===== src/rtl/subimm_pkg.sv =====
package subimm_pkg;

  typedef enum logic [2:0] {
    ST_F1 = 3'd0,
    ST_F2 = 3'd1,
    ST_F3 = 3'd2,
    ST_F4 = 3'd3,
    ST_R1 = 3'd4,
    ST_R2 = 3'd5,
    ST_R3 = 3'd6
  } seq_state_e;

  typedef struct packed {
    logic s;
    logic z;
    logic ac;
    logic p;
    logic cy;
  } flag_t;

endpackage


===== src/rtl/subimm_alu.sv =====
module subimm_alu #(
  parameter int DATA_W = 8
) (
  input  logic [DATA_W-1:0] a_i,
  input  logic [DATA_W-1:0] d_i,
  output logic [DATA_W-1:0] res_o,
  output subimm_pkg::flag_t flg_o
);
  localparam int NIB_W = 4;

  logic [DATA_W-1:0] d_inv;
  logic [DATA_W:0]   sum_w;
  logic [NIB_W:0]    nib_sum;

  always_comb begin
    d_inv   = ~d_i;
    sum_w   = {1'b0, a_i} + {1'b0, d_inv} + {{DATA_W{1'b0}}, 1'b1};
    nib_sum = {1'b0, a_i[NIB_W-1:0]} + {1'b0, d_inv[NIB_W-1:0]} + {{NIB_W{1'b0}}, 1'b1};
    res_o   = sum_w[DATA_W-1:0];
    flg_o.s  = sum_w[DATA_W-1];
    flg_o.z  = (sum_w[DATA_W-1:0] == '0);
    flg_o.ac = nib_sum[NIB_W];
    flg_o.p  = ~^sum_w[DATA_W-1:0];
    flg_o.cy = ~sum_w[DATA_W];
  end
endmodule


===== src/rtl/subimm_seq.sv =====
module subimm_seq #(
  parameter int          ADDR_W   = 16,
  parameter logic [15:0] RESET_PC = 16'h0000
) (
  input  logic                   clk,
  input  logic                   rst,
  input  logic                   is_sub_i,
  output subimm_pkg::seq_state_e st_o,
  output logic [ADDR_W-1:0]      pc_o,
  output logic [ADDR_W-1:0]      addr_o,
  output logic                   rd_o
);
  import subimm_pkg::*;

  localparam logic [ADDR_W-1:0] PC0 = RESET_PC[ADDR_W-1:0];

  seq_state_e st_q, st_d;
  logic [ADDR_W-1:0] pc_q, addr_q;
  logic rd_q;

  always_comb begin
    case (st_q)
      ST_F1:   st_d = ST_F2;
      ST_F2:   st_d = ST_F3;
      ST_F3:   st_d = ST_F4;
      ST_F4:   st_d = is_sub_i ? ST_R1 : ST_F1;
      ST_R1:   st_d = ST_R2;
      ST_R2:   st_d = ST_R3;
      default: st_d = ST_F1;
    endcase
  end

  always_ff @(posedge clk) begin
    if (rst) begin
      st_q   <= ST_F1;
      pc_q   <= PC0;
      addr_q <= PC0;
      rd_q   <= 1'b0;
    end else begin
      st_q <= st_d;
      if (st_q == ST_F3 || st_q == ST_R2) pc_q <= pc_q + 1'b1;
      if (st_q == ST_F4 || st_q == ST_R3) addr_q <= pc_q;
      rd_q <= (st_d == ST_F2) || (st_d == ST_F3) || (st_d == ST_R2);
    end
  end

  assign st_o   = st_q;
  assign pc_o   = pc_q;
  assign addr_o = addr_q;
  assign rd_o   = rd_q;
endmodule


===== src/rtl/subimm_exec_unit.sv =====
module subimm_exec_unit #(
  parameter int          DATA_W   = 8,
  parameter int          ADDR_W   = 16,
  parameter logic [15:0] RESET_PC = 16'h0000,
  parameter logic [7:0]  SUB_OPC  = 8'hD6
) (
  input  logic              clk,
  input  logic              rst,
  input  logic [DATA_W-1:0] mem_rdata,
  output logic [ADDR_W-1:0] mem_addr,
  output logic              mem_rd,
  output logic [ADDR_W-1:0] pc_out,
  output logic [DATA_W-1:0] acc_out,
  output logic [4:0]        flags_out
);
  import subimm_pkg::*;

  localparam logic [DATA_W-1:0] OPC = SUB_OPC[DATA_W-1:0];

  seq_state_e        st;
  logic [DATA_W-1:0] opc_q, opnd_q, acc_q, alu_res;
  flag_t             flg_q, alu_flg;
  logic              is_sub;

  assign is_sub = (opc_q == OPC);

  subimm_seq #(.ADDR_W(ADDR_W), .RESET_PC(RESET_PC)) u_seq (
    .clk      (clk),
    .rst      (rst),
    .is_sub_i (is_sub),
    .st_o     (st),
    .pc_o     (pc_out),
    .addr_o   (mem_addr),
    .rd_o     (mem_rd)
  );

  subimm_alu #(.DATA_W(DATA_W)) u_alu (
    .a_i   (acc_q),
    .d_i   (opnd_q),
    .res_o (alu_res),
    .flg_o (alu_flg)
  );

  always_ff @(posedge clk) begin
    if (rst) begin
      opc_q  <= '0;
      opnd_q <= '0;
      acc_q  <= '0;
      flg_q  <= '0;
    end else begin
      if (st == ST_F3) opc_q  <= mem_rdata;
      if (st == ST_R2) opnd_q <= mem_rdata;
      if (st == ST_R3) begin
        acc_q <= alu_res;
        flg_q <= alu_flg;
      end
    end
  end

  assign acc_out   = acc_q;
  assign flags_out = flg_q;
endmodule


===== config.mk =====
export PLATFORM = sky130hd
export DESIGN_NAME = subimm_exec_unit
export DESIGN_NICKNAME = d
export VERILOG_FILES = /design/src/rtl/subimm_pkg.sv /design/src/rtl/subimm_alu.sv /design/src/rtl/subimm_seq.sv /design/src/rtl/subimm_exec_unit.sv
export SDC_FILE = /design/constraint.sdc
export NUM_CORES = 1
export LEC_CHECK = 0
export BUFFER_PORTS_ARGS = -buffer_cell sky130_fd_sc_hd__buf_2
export CORE_MARGIN = 5
export CORE_UTILIZATION = 40
export CTS_BUF_LIST = sky130_fd_sc_hd__clkbuf_8
export DETAILED_ROUTE_END_ITERATION = 16
export PLACE_DENSITY = 0.68
export SYNTH_ARGS = -nofsm -noshare
export SYNTH_HDL_FRONTEND = slang
export SYNTH_SLANG_ARGS = --single-unit

===== constraint.sdc =====
create_clock -name clk -period 5.4 [get_ports clk]
set_input_delay 1.35 -clock clk [delete_from_list [all_inputs] [get_ports clk]]
set_output_delay 1.35 -clock clk [all_outputs]
set_load 0.02 [all_outputs]

==> run_results.csv <==
group,metric,value,unit
layout,nFillCells,712,
worst_setup_path,required,5.67,ns
die,core_area,7330,µm²
die,initial_core_util,0.414,
die,die_h,97.1,µm
hold_path,min_delay_path_depth,2,
power,pwr-share-seq,0.520,
power,clockPowerShare,0.439,
flow_run,cap_violations,0,
cts,post_cts_resized,0,
die,dieArea,9430,µm²
logic_synthesis,yosysUniqueCellTypes,52,
logic_synthesis,async_reset_ff_frac,0,
layout,layout.cells.most_common,"dfxtp_1",
detailed_routing,post_drt_wl_per_cell,13.5,µm
power,switching_share,0.227,
layout,diodes,0,
global_route,grt_max_degree,70,
sta,setup_violations,0,
worst_setup_path,rrSetupSlack,2.67,ns
die,rows,31,
global_route,use_met2,0.214,
global_route,grt_usage,0.143,
placed_design,port_buffers,55,
sta,fmax,366,MHz
sta,rsz0062_at_grt,"false",
sta,tns,0,ns
cts,clk_latency,0.34,ns
worst_setup_path,criticalPathCategory,"flip-flop to flip-flop",
sta,period_minus_slack,2.73,ns
logic_synthesis,synth_seq_cells,64,
global_route,grt_pass1_vias,2351,
sta,hold_violations,0,
layout,area_growth,17.1,%
layout,layout_common_cells,"dfxtp_1 (64), nand2_1 (58), buf_2 (55)",
worst_setup_path,cp_data_arrival_time,3.00,ns
sta,maxSlewHeadroom,0.445,
detailed_routing,routed_wl,6860,µm
logic_synthesis,syn_nets,383,
logic_synthesis,synth_flop_cell,"dfxtp_1",
placed_design,dpl.hpwl,4700,µm
global_route,grt_overflow,0,
global_route,grt.busiest_layer,"met2",
logic_synthesis,synth-edff-count,0,
worst_setup_path,startpoint_type,"flip-flop",
global_route,use_met1,0.187,
power,leakage,1.39,nW
cts,htreeDepth,3,
global_route,grt_pass1_wl,11200,µm
cts,cts_buffer_depth,2,
sta,timing.hold.ws,0.452,ns
cts,cts-hold-fix-buffers,0,
worst_setup_path,setup.worst_path.end_class,"flip-flop",
logic_synthesis,ys.warnings.count,0,
layout,layout-drive-gt1-share,0.188,
detailed_routing,drt-vias-per-instance,5.16,
cts,clk_pin_slew,0.06,ns
cts,clkSinkCount,64,
cts,clockRootBuffer,"clkbuf_8",
placed_design,place_ws,2.43,ns
detailed_routing,dr.pass1.iters,4,
global_route,use_met3,0.0352,
cts,cts_tree,"done",
logic_synthesis,ys_seq_area_frac,0.422,
sta,fin_skew,0.00455,ns
detailed_routing,dr.first_iter.drc_count,124,
detailed_routing,drt_drc_violations_left,0,
logic_synthesis,syn_area_per_cell,8.48,µm²
power,powerDensity,263,nW/µm²
detailed_routing,vias,2622,
worst_setup_path,reg2reg_depth,11,
sta,slew_viol_final,0,
sta,post-route-period-util,0.506,
logic_synthesis,syn_inst,358,
power,intPower,722,µW
power,combinationalPowerShare,0.040,
layout,nNetsFinal,431,
global_route,antenna_found_initial,0,
power,power_switching,212,µW
logic_synthesis,syn_area,3040,µm²
detailed_routing,antenna_left,0,
layout,multi_input_area,1620,µm²
sta,worst_pin_slew,0.830,ns
die,die_w,97.1,µm
cts,postCtsSetupBuffers,0,
layout,seqCellArea,1280,µm²
power,peakVddDrop,0.114,mV
placed_design,gp_congestion,0.875,
sta,layout_setup_ws,2.67,ns
cts,cts_made_buffers,9,
die,io_pins,56,
status,status,"completed",
worst_setup_path,crit_path_max_fanout,5,
hold_path,hold_path.class,"flip-flop to flip-flop",
[layout make-up]
| class | instances | area share |
|---|---|---|
| multi-input cells | 261 | 0.455 |
| flip-flops and latches | 64 | 0.360 |
| repair buffers | 57 | 0.0816 |
| clock buffers | 11 | 0.0426 |
| well taps | 99 | 0.0348 |
| inverters | 13 | 0.0137 |
| clock inverters | 3 | 0.0120 |
[final timing paths]
kind / startpoint / to
max: opnd_q[1]$_SDFFE_PP0N_ / flags_out[1]$_SDFFE_PP0N_
min: flags_out[1]$_SDFFE_PP0N_ / flags_out[1]$_SDFFE_PP0N_
max reg2reg: opnd_q[1]$_SDFFE_PP0N_ / flags_out[1]$_SDFFE_PP0N_
min reg2reg: flags_out[1]$_SDFFE_PP0N_ / flags_out[1]$_SDFFE_PP0N_
[routing by layer]
metal,share of wire,routed length (µm)
met3,0.044,305
met5,0,0
met4,0.023,157
met1,0.49,3360
met2,0.44,3040
[cell families after synthesis]
logic type,synth area share
AOI/OAI and AO/OA,0.171
xor gates and xnor gates,0.0519
adders and majority gates,0.0643
buffers and inverters,0.0449
DFF,0.422
muxes,0.0173
and+or+nand+nor,0.229
[power by group through the flow]
stage               combinational [mW]  sequential [mW]  clock (mW)
finish                          0.0375            0.486       0.410
global route                    0.0414            0.487       0.438
CTS                             0.0377            0.486       0.420
detailed placement              0.0375            0.496           0
global placement                0.0368            0.496           0
floorplan                       0.0275            0.493           0
[per-stage QoR]
step | utilization | std cells | power (mW) | cell area, µm²
after floorplan | - | 358 | 0.521 | 3040
after global placement | 0.459 | 494 | 0.533 | 3360
after detailed placement | 0.459 | 494 | 0.534 | 3360
after CTS | 0.485 | 508 | 0.943 | 3560
after global routing | 0.485 | 508 | 0.966 | 3560
final | 0.485 | 508 | 0.934 | 3560
[worst max-delay path, cell delays in order (launching register included)]
cell,delay (ns)
dfxtp_1,0.40
inv_1,0.07
ha_1,0.26
nor2b_1,0.14
o31ai_1,0.60
a21oi_1,0.18
xnor2_1,0.17
ha_1,0.28
xnor2_1,0.19
xnor2_1,0.13
nand2_1,0.09
a21oi_1,0.16
[synthesized netlist by cell type, drive strengths merged, types with 2 or more instances]
master | n | area [µm²]
mux2 | 2 | 22.5
dfxtp | 64 | 1280
nand4 | 4 | 25.0
nor2b | 5 | 31.3
o21ai | 6 | 30.0
mux2i | 3 | 30.0
o211a | 2 | 20.0
or3 | 8 | 50.1
buf | 5 | 31.3
clkbuf | 15 | 56.3
and3 | 3 | 18.8
a2111oi | 2 | 23.8
o211ai | 4 | 30.0
inv | 12 | 45.0
a2111o | 2 | 22.5
nand2 | 58 | 218
nand3 | 25 | 125
nand3b | 3 | 22.5
ha | 14 | 175
xnor2 | 8 | 70.1
xor2 | 10 | 87.6
a211oi | 6 | 57.6
a21oi | 45 | 225
nor3b | 4 | 35.0
o2111ai | 4 | 41.3
nor2 | 25 | 93.8
[flip-flops by register name, summed over array words and instances (netlist names)]
signal        count
u_seq.rd_o        1
u_seq.pc_o       16
opc_q             8
flags_out         4
acc_out           8
u_seq.st_o        3
opnd_q            8
u_seq.addr_o     16
Note: power is estimated with default switching activity, not from simulation.
